$ cat src/rtl/gmm_pkg.sv
package gmm_pkg;

  // Strobes that the sequencer hands to the datapath for one beat.
  typedef struct packed {
    logic take;       // beat enters the pipeline
    logic mixFirst;   // coefficient 0 of a mixture
    logic mixLast;    // final coefficient of a mixture
    logic firstMix;   // beat belongs to mixture 0 of the model
    logic modelLast;  // final coefficient of the final mixture
  } gmmCtrl_t;

endpackage

$ cat src/rtl/gmm_ctrl.sv
module gmm_ctrl
  import gmm_pkg::*;
#(
  parameter int NUM_COEF = 39,
  parameter int MAX_MIX  = 16,
  parameter int IDX_W    = (NUM_COEF > 1) ? $clog2(NUM_COEF) : 1,
  parameter int MIX_W    = $clog2(MAX_MIX + 1)
) (
  input  logic             clk,
  input  logic             rstN,
  input  logic             inValid,
  input  logic             inModelStart,
  input  logic [MIX_W-1:0] inMixCount,
  output gmmCtrl_t         ctrl,
  output logic [IDX_W-1:0] coefSel
);

  localparam logic [IDX_W-1:0] LAST_IDX = IDX_W'(NUM_COEF - 1);
  localparam logic [MIX_W-1:0] ONE_MIX  = MIX_W'(1);

  logic             busy;
  logic [IDX_W-1:0] coefIdx;
  logic [MIX_W-1:0] mixIdx;
  logic [MIX_W-1:0] mixTotal;

  logic             startBeat;
  logic [IDX_W-1:0] curIdx;
  logic [MIX_W-1:0] curMix;
  logic [MIX_W-1:0] curTotal;

  always_comb begin
    startBeat = inValid && inModelStart;
    curIdx    = startBeat ? '0 : coefIdx;
    curMix    = startBeat ? '0 : mixIdx;
    if (startBeat) curTotal = (inMixCount == '0) ? ONE_MIX : inMixCount;
    else           curTotal = mixTotal;

    ctrl.take      = inValid && (inModelStart || busy);
    ctrl.mixFirst  = (curIdx == '0);
    ctrl.mixLast   = (curIdx == LAST_IDX);
    ctrl.firstMix  = (curMix == '0);
    ctrl.modelLast = ctrl.mixLast && (curMix == curTotal - ONE_MIX);
    coefSel        = curIdx;
  end

  always_ff @(posedge clk) begin
    if (!rstN) begin
      busy     <= 1'b0;
      coefIdx  <= '0;
      mixIdx   <= '0;
      mixTotal <= ONE_MIX;
    end else if (ctrl.take) begin
      mixTotal <= curTotal;
      if (ctrl.mixLast) begin
        coefIdx <= '0;
        if (ctrl.modelLast) begin
          mixIdx <= '0;
          busy   <= 1'b0;
        end else begin
          mixIdx <= curMix + ONE_MIX;
          busy   <= 1'b1;
        end
      end else begin
        coefIdx <= curIdx + IDX_W'(1);
        mixIdx  <= curMix;
        busy    <= 1'b1;
      end
    end
  end

  // the position counter never leaves the mixture's coefficient range.
  a_r2_idx_range: assert property (@(posedge clk) disable iff (!rstN)
    ctrl.take |-> (coefIdx <= LAST_IDX));

  // an open model always has at least one mixture.
  a_r5_mix_nonzero: assert property (@(posedge clk) disable iff (!rstN)
    busy |-> (mixTotal != '0));

endmodule

$ cat src/rtl/gmm_datapath.sv
module gmm_datapath
  import gmm_pkg::*;
#(
  parameter int NUM_COEF = 39,
  parameter int COEF_W   = 16,
  parameter int SCALE_W  = 8,
  parameter int COST_W   = 32,
  parameter int SQ_SHIFT = 6,
  parameter int IDX_W    = (NUM_COEF > 1) ? $clog2(NUM_COEF) : 1
) (
  input  logic                       clk,
  input  logic                       rstN,
  input  gmmCtrl_t                   ctrl,
  input  logic [IDX_W-1:0]           coefSel,
  input  logic [COEF_W-1:0]          inMean,
  input  logic [SCALE_W-1:0]         inScale,
  input  logic [COST_W-1:0]          inAlpha,
  input  logic [NUM_COEF*COEF_W-1:0] obsVec,
  output logic [COST_W-1:0]          costOut,
  output logic                       costDone
);

  localparam int DIFF_W = COEF_W + 1;
  localparam int PROD_W = DIFF_W + SCALE_W;
  localparam int SQ_W   = 2 * PROD_W;
  localparam logic [COST_W-1:0] COST_MAX = {COST_W{1'b1}};

  function automatic logic [COST_W-1:0] satAdd(input logic [COST_W-1:0] a,
                                               input logic [COST_W-1:0] b);
    logic [COST_W:0] s;
    s = {1'b0, a} + {1'b0, b};
    return s[COST_W] ? COST_MAX : s[COST_W-1:0];
  endfunction

  // Observation elements unpacked from the flat input.
  logic [COEF_W-1:0] obsArr [NUM_COEF];
  for (genvar g = 0; g < NUM_COEF; g++) begin : g_obs
    assign obsArr[g] = obsVec[g*COEF_W +: COEF_W];
  end

  // Stage A inputs: difference magnitude and scaled product.
  logic [COEF_W-1:0]        obsSel;
  logic signed [DIFF_W-1:0] diffS;
  logic [DIFF_W-1:0]        absDiff;
  logic [PROD_W-1:0]        prodNext;

  always_comb begin
    obsSel   = obsArr[coefSel];
    diffS    = $signed({inMean[COEF_W-1], inMean}) - $signed({obsSel[COEF_W-1], obsSel});
    absDiff  = diffS[DIFF_W-1] ? DIFF_W'(-diffS) : DIFF_W'(diffS);
    prodNext = PROD_W'(absDiff) * PROD_W'(inScale);
  end

  // Stage A registers
  logic              aValid, aMixFirst, aMixLast, aFirstMix, aModelLast;
  logic [PROD_W-1:0] aProd;
  logic [COST_W-1:0] aAlpha;

  always_ff @(posedge clk) begin
    if (!rstN) begin
      aValid <= 1'b0;
      {aMixFirst, aMixLast, aFirstMix, aModelLast} <= '0;
      aProd  <= '0;
      aAlpha <= '0;
    end else begin
      aValid <= ctrl.take;
      if (ctrl.take) begin
        aMixFirst  <= ctrl.mixFirst;
        aMixLast   <= ctrl.mixLast;
        aFirstMix  <= ctrl.firstMix;
        aModelLast <= ctrl.modelLast;
        aProd      <= prodNext;
        aAlpha     <= inAlpha;
      end
    end
  end

  // Stage B: square, realign the fraction, clamp to the cost width.
  logic [SQ_W-1:0]   sqFull;
  logic [SQ_W-1:0]   sqAligned;
  logic [COST_W-1:0] termNext;

  always_comb begin
    sqFull    = SQ_W'(aProd) * SQ_W'(aProd);
    sqAligned = sqFull >> SQ_SHIFT;
    termNext  = (|sqAligned[SQ_W-1:COST_W]) ? COST_MAX : sqAligned[COST_W-1:0];
  end

  logic              bValid, bMixFirst, bMixLast, bFirstMix, bModelLast;
  logic [COST_W-1:0] bTerm;
  logic [COST_W-1:0] bAlpha;

  always_ff @(posedge clk) begin
    if (!rstN) begin
      bValid <= 1'b0;
      {bMixFirst, bMixLast, bFirstMix, bModelLast} <= '0;
      bTerm  <= '0;
      bAlpha <= '0;
    end else begin
      bValid <= aValid;
      if (aValid) begin
        bMixFirst  <= aMixFirst;
        bMixLast   <= aMixLast;
        bFirstMix  <= aFirstMix;
        bModelLast <= aModelLast;
        bTerm      <= termNext;
        bAlpha     <= aAlpha;
      end
    end
  end

  // Stage C: saturating accumulation over one mixture.
  logic              cValid, cMixLast, cFirstMix, cModelLast;
  logic [COST_W-1:0] accReg;
  logic [COST_W-1:0] cAlpha;

  always_ff @(posedge clk) begin
    if (!rstN) begin
      cValid <= 1'b0;
      {cMixLast, cFirstMix, cModelLast} <= '0;
      accReg <= '0;
      cAlpha <= '0;
    end else begin
      cValid <= bValid;
      if (bValid) begin
        accReg     <= bMixFirst ? bTerm : satAdd(accReg, bTerm);
        cMixLast   <= bMixLast;
        cFirstMix  <= bFirstMix;
        cModelLast <= bModelLast;
        cAlpha     <= bAlpha;
      end
    end
  end

  // within a mixture the running sum never falls back (no wrap).
  a_r6_acc_monotonic: assert property (@(posedge clk) disable iff (!rstN)
    (bValid && !bMixFirst) |=> (accReg >= $past(accReg)));

  // Stage D: weight added to the completed mixture sum.
  logic              dValid, dFirstMix, dModelLast;
  logic [COST_W-1:0] dCost;

  always_ff @(posedge clk) begin
    if (!rstN) begin
      dValid     <= 1'b0;
      dFirstMix  <= 1'b0;
      dModelLast <= 1'b0;
      dCost      <= '0;
    end else begin
      dValid <= cValid && cMixLast;
      if (cValid && cMixLast) begin
        dCost      <= satAdd(accReg, cAlpha);
        dFirstMix  <= cFirstMix;
        dModelLast <= cModelLast;
      end
    end
  end

  // Stage E: running minimum and result register.
  logic [COST_W-1:0] minReg;
  logic [COST_W-1:0] minNext;
  logic [COST_W-1:0] costReg;
  logic              doneReg;

  always_comb begin
    if (dFirstMix || (dCost < minReg)) minNext = dCost;
    else                               minNext = minReg;
  end

  always_ff @(posedge clk) begin
    if (!rstN) begin
      minReg  <= COST_MAX;
      costReg <= COST_MAX;
      doneReg <= 1'b0;
    end else begin
      doneReg <= 1'b0;
      if (dValid) begin
        minReg <= minNext;
        if (dModelLast) begin
          costReg <= minNext;
          doneReg <= 1'b1;
        end
      end
    end
  end

  assign costOut  = costReg;
  assign costDone = doneReg;

  // folding in a later mixture never raises the running minimum.
  a_r4_min_nonincreasing: assert property (@(posedge clk) disable iff (!rstN)
    (dValid && !dFirstMix) |=> (minReg <= $past(minReg)));

  // the reported cost only moves together with the done strobe.
  a_r7_cost_hold: assert property (@(posedge clk) disable iff (!rstN)
    !$stable(costReg) |-> doneReg);

  // done follows a model-closing mixture exactly one stage later.
  a_r7_done_source: assert property (@(posedge clk) disable iff (!rstN)
    (dValid && dModelLast) |=> doneReg);

  // done never rises without a closing mixture in the stage before it.
  a_r7_done_cause: assert property (@(posedge clk) disable iff (!rstN)
    $rose(doneReg) |-> $past(dValid && dModelLast));

endmodule

$ cat src/rtl/gmm_cost_pipe.sv
module gmm_cost_pipe
  import gmm_pkg::*;
#(
  parameter  int NUM_COEF = 39,
  parameter  int MAX_MIX  = 16,
  parameter  int COEF_W   = 16,
  parameter  int SCALE_W  = 8,
  parameter  int COST_W   = 32,
  parameter  int SQ_SHIFT = 6,
  localparam int MIX_W    = $clog2(MAX_MIX + 1),
  localparam int IDX_W    = (NUM_COEF > 1) ? $clog2(NUM_COEF) : 1
) (
  input  logic                       clk,
  input  logic                       rstN,
  input  logic                       inValid,
  input  logic                       inModelStart,
  input  logic [MIX_W-1:0]           inMixCount,
  input  logic [COEF_W-1:0]          inMean,
  input  logic [SCALE_W-1:0]         inScale,
  input  logic [COST_W-1:0]          inAlpha,
  input  logic [NUM_COEF*COEF_W-1:0] obsVec,
  output logic [COST_W-1:0]          costOut,
  output logic                       costDone
);

  gmmCtrl_t         ctrl;
  logic [IDX_W-1:0] coefSel;

  gmm_ctrl #(
    .NUM_COEF(NUM_COEF),
    .MAX_MIX (MAX_MIX),
    .IDX_W   (IDX_W),
    .MIX_W   (MIX_W)
  ) ctrl_i (
    .clk         (clk),
    .rstN        (rstN),
    .inValid     (inValid),
    .inModelStart(inModelStart),
    .inMixCount  (inMixCount),
    .ctrl        (ctrl),
    .coefSel     (coefSel)
  );

  gmm_datapath #(
    .NUM_COEF(NUM_COEF),
    .COEF_W  (COEF_W),
    .SCALE_W (SCALE_W),
    .COST_W  (COST_W),
    .SQ_SHIFT(SQ_SHIFT),
    .IDX_W   (IDX_W)
  ) dp_i (
    .clk     (clk),
    .rstN    (rstN),
    .ctrl    (ctrl),
    .coefSel (coefSel),
    .inMean  (inMean),
    .inScale (inScale),
    .inAlpha (inAlpha),
    .obsVec  (obsVec),
    .costOut (costOut),
    .costDone(costDone)
  );

endmodule

$ cat config.mk
export PLATFORM = sky130hd
export DESIGN_NAME = gmm_cost_pipe
export DESIGN_NICKNAME = d
export VERILOG_FILES = /design/src/rtl/gmm_pkg.sv /design/src/rtl/gmm_ctrl.sv /design/src/rtl/gmm_datapath.sv /design/src/rtl/gmm_cost_pipe.sv
export SDC_FILE = /design/constraint.sdc
export NUM_CORES = 2
export LEC_CHECK = 0
export ABC_AREA = 1
export BUFFER_PORTS_ARGS = -buffer_cell sky130_fd_sc_hd__clkbuf_2
export CORE_MARGIN = 2
export CORE_UTILIZATION = 47
export DETAILED_ROUTE_END_ITERATION = 16
export GPL_ROUTABILITY_DRIVEN = 0
export PLACE_DENSITY_LB_ADDON = 0.25
export SLEW_MARGIN = 25
export SYNTH_ARGS = -nofsm -noshare
export SYNTH_HDL_FRONTEND = slang
export SYNTH_SLANG_ARGS = --single-unit
$ cat constraint.sdc
create_clock -name clk -period 7.6 [get_ports clk]
set_input_delay 0.38 -clock clk [delete_from_list [all_inputs] [get_ports clk]]
set_output_delay 0.38 -clock clk [all_outputs]
set_load 0.02 [all_outputs]
==> impl_metrics.yaml <==
outcome:
  status: "finished, violations left"
  violations: "negative setup slack"
synthesis:
  synth-main-ff-cell: "dfxtp_1"
  yosysMostFrequentCell: "nand2_1"
  synth_top_area_share: 0.235
  yosysUniqueCellTypes: 66
  synth_edf_count: 0
  ys_top_cells_by_area: "fa_1 (23%), nand2_1 (14%), dfxtp_1 (13%), inv_1 (11%), ha_1 (9.0%)"
  ys_async_sr_fraction: 0
  synth_common_cells: "nand2_1 (1723), inv_1 (1349), nor2_1 (628)"
  synth_seq_cells: 316
  mappedNetlistArea_sq_um: 47600
  yosysWarnings: 0
  syn-num-nets: 8555
  synthCells: 6965
  seq_area_frac_synth: 0.133
  synth_top_area_cell: "fa_1"
  synth_area_per_cell_sq_um: 6.84
cts:
  clock-sinks: 316
  cts-root-buf: "clkbuf_16"
  clk_pin_slew_ps: 60
  cts.path.max_buffers: 3
  cts-hold-fix-buffers: 0
  cts_tree: "done"
  clk_latency_ps: 600
  cts-htree-levels: 2
  cts_made_buffers: 39
min_path:
  hp-start: "inAlpha[0]"
  min_to: "dp_i.aAlpha[0]"
  hold_path.class: "input pin to register"
  holdPathStages: 3
critical_path:
  endpoint_kind: "register"
  crit_path_max_incr_delay_ps: 670
  crit_top_cell: "buf_4"
  critical_path.startpoint: "ctrl_i.coefIdx[0]"
  arrival_ps: 8490
  startpoint_type: "register"
  r2r_start: "ctrl_i.coefIdx[0]"
  crit_fanout: 15
  rr_worst_depth: 43
  critical_path_class: "register to register"
  worstPathRequired_ps: 8080
  rrSetupSlack_ps: -410
  rr_endpoint: "dp_i.aProd[24]"
  critPathSlowestCell: "a22oi_2"
global_routing:
  grtUsageTotal: 0.384
  antenna_found_initial: 45
  grt-ovfl-total: 0
  grt_pass1_vias: 49892
  grt_max_degree: 87
  grt_pass1_wl_microns: 298000
run:
  drv_cap: 0
sta:
  finalMaxSlewViolations: 0
  setup_viol: 16
  setup_ws_ps: -406
  finalCriticalPeriod_ps: 8010
  max_slew_margin: 0.343
  final.period_utilization: 1.05
  rsz0062_at_grt: "true"
  fin_skew_ps: 43.2
  worst_slew_pin_slew_ps: 983
  hold_viol_final: 0
  hold-worst-slack_ps: 14.1
  fmax_ghz: 0.125
power_and_ir_drop:
  totalPowerFinal_mw: 27.4
  ir_worst_vdd_mv: 0.807
  cellPowerDensity_nw_per_um2: 464
  p_leak_nw: 31.7
drt:
  via_per_inst: 5.55
  num_vias: 51704
  wire_per_inst_microns: 21.8
  first_iter_violations: 5313
  wl_microns: 203000
  drtAntennaViolNets: 0
  dr.pass1.iters: 9
  drc: 0
finish:
  area_growth_pct: 24.1
  final_nets: 9486
  fillerInstances: 9353
  utilization: 0.589
  final_area_sq_um: 59100
  drive_gt1_frac: 0.219
placed_design:
  dpl.hpwl_microns: 160000
  port_buffers: 721
  place_ws_ps: -605
  dpl-instance-area_sq_um: 55200
die:
  fp.dieArea_sq_um: 104000
  initial_core_util: 0.475
  core_area_sq_um: 100000
  chipHeight_microns: 322
  num_io_pins: 722
  die_x_microns: 322
  rows: 116
## logic make-up after synthesis
logic type               Yosys count  share of synthesized area
AND/OR/NAND/NOR                 2801                      0.241
buffers and inverters           1707                      0.138
AO/OA/AOI/OAI                   1123                      0.141
adder cells (fa/ha/maj)          901                      0.325
flip-flops                       316                      0.133
XOR/XNOR                         117                     0.0218
## area by class of cell
type / count / area [sq um] / share of cell area
Multi-Input combinational cell: 4943 / 36400 / 0.615
Timing Repair Buffer: 1218 / 8050 / 0.136
Sequential cell: 316 / 6330 / 0.107
Inverter: 1376 / 5210 / 0.0881
Tap cell: 1357 / 1700 / 0.0287
Clock buffer: 54 / 1140 / 0.0193
Clock inverter: 17 / 200 / 0.00339
Antenna cell: 29 / 72.6 / 0.00123
Timing Repair inverter: 2 / 25.0 / 0.000423
## cells in the final DEF (no fill, tap or decap), types with 27 or more instances in the layout
cell,n
clkbuf_16,44
nand3_2,45
a21oi_1,483
clkbuf_2,720
diode_2,29
buf_6,35
o221ai_1,27
ha_1,320
nand2_2,89
nor2_1,577
nor2_2,57
dfxtp_1,313
inv_2,36
nand2_1,1640
o21ai_0,240
xor2_1,66
fa_1,554
buf_12,27
nand3_1,251
buf_4,420
xnor2_1,44
inv_1,1333
nand4_1,45
a32oi_1,90
a21oi_2,30
## per-stage QoR
step           setup TNS (ps)  instances
4_1_cts                     0       9248
3_5_place_dp            -8420       9159
6_report                -3340       9312
2_1_floorplan               0       6965
5_1_grt                 -6440       9293
3_3_place_gp            -7730       9159
## per-layer routing
| layer | GRT usage | vias up | routed length, microns |
|---|---|---|---|
| li1 | - | 23664 | - |
| met1 | 0.436 | 24174 | 72900 |
| met2 | 0.567 | 2956 | 84800 |
| met3 | 0.180 | 878 | 26700 |
| met4 | 0.267 | 32 | 18200 |
| met5 | 0.0213 | - | 608 |
## repair_timing
| action | CTS | global route |
|---|---|---|
| cloned | 6 | 5 |
| resized for setup | 77 | 395 |
| setup buffers | 12 | 33 |
| pin swaps | 15 | 118 |
| setup endpoints to repair | 16 | 22 |
## registers in the layout (all words and copies together), names as in the netlist, 5 cells and up
signal and count:
dp_i.bTerm 32, ctrl_i.mixIdx 5, dp_i.minReg 32, ctrl_i.mixTotal 5, ctrl_i.coefIdx 6, dp_i.costOut 32
dp_i.bAlpha 32, dp_i.accReg 32, dp_i.dCost 32, dp_i.aAlpha 32, dp_i.cAlpha 32, dp_i.aProd 25
## critical path, delay by kind of cell, from the launching register on
family / cells / cell delay (ps)
AOI/OAI and AO/OA: 6 / 1590
xor gates and xnor gates: 1 / 130
buffers and inverters: 14 / 1730
DFF: 1 / 390
and+or+nand+nor: 16 / 1590
adders and majority gates: 6 / 2420
## report_power, final
group	total [mW]	switching, mW	internal (mW)
logic	23.5	13.8	9.77
clock network	1.96	0.826	1.13
registers	1.95	0.182	1.77
## how the worst max path moves through the flow
stage	endpoint	slack, ps	depth (start not counted)
2_1_floorplan	dp_i.aProd[14]	30	41
3_3_place_gp	dp_i.aProd[20]	-540	40
3_5_place_dp	dp_i.aProd[21]	-600	46
4_1_cts	dp_i.aProd[24]	0.6	47
5_1_grt	dp_i.aProd[24]	-710	45
6_report	dp_i.aProd[24]	-410	43
Power figures use the tool's default switching activity.
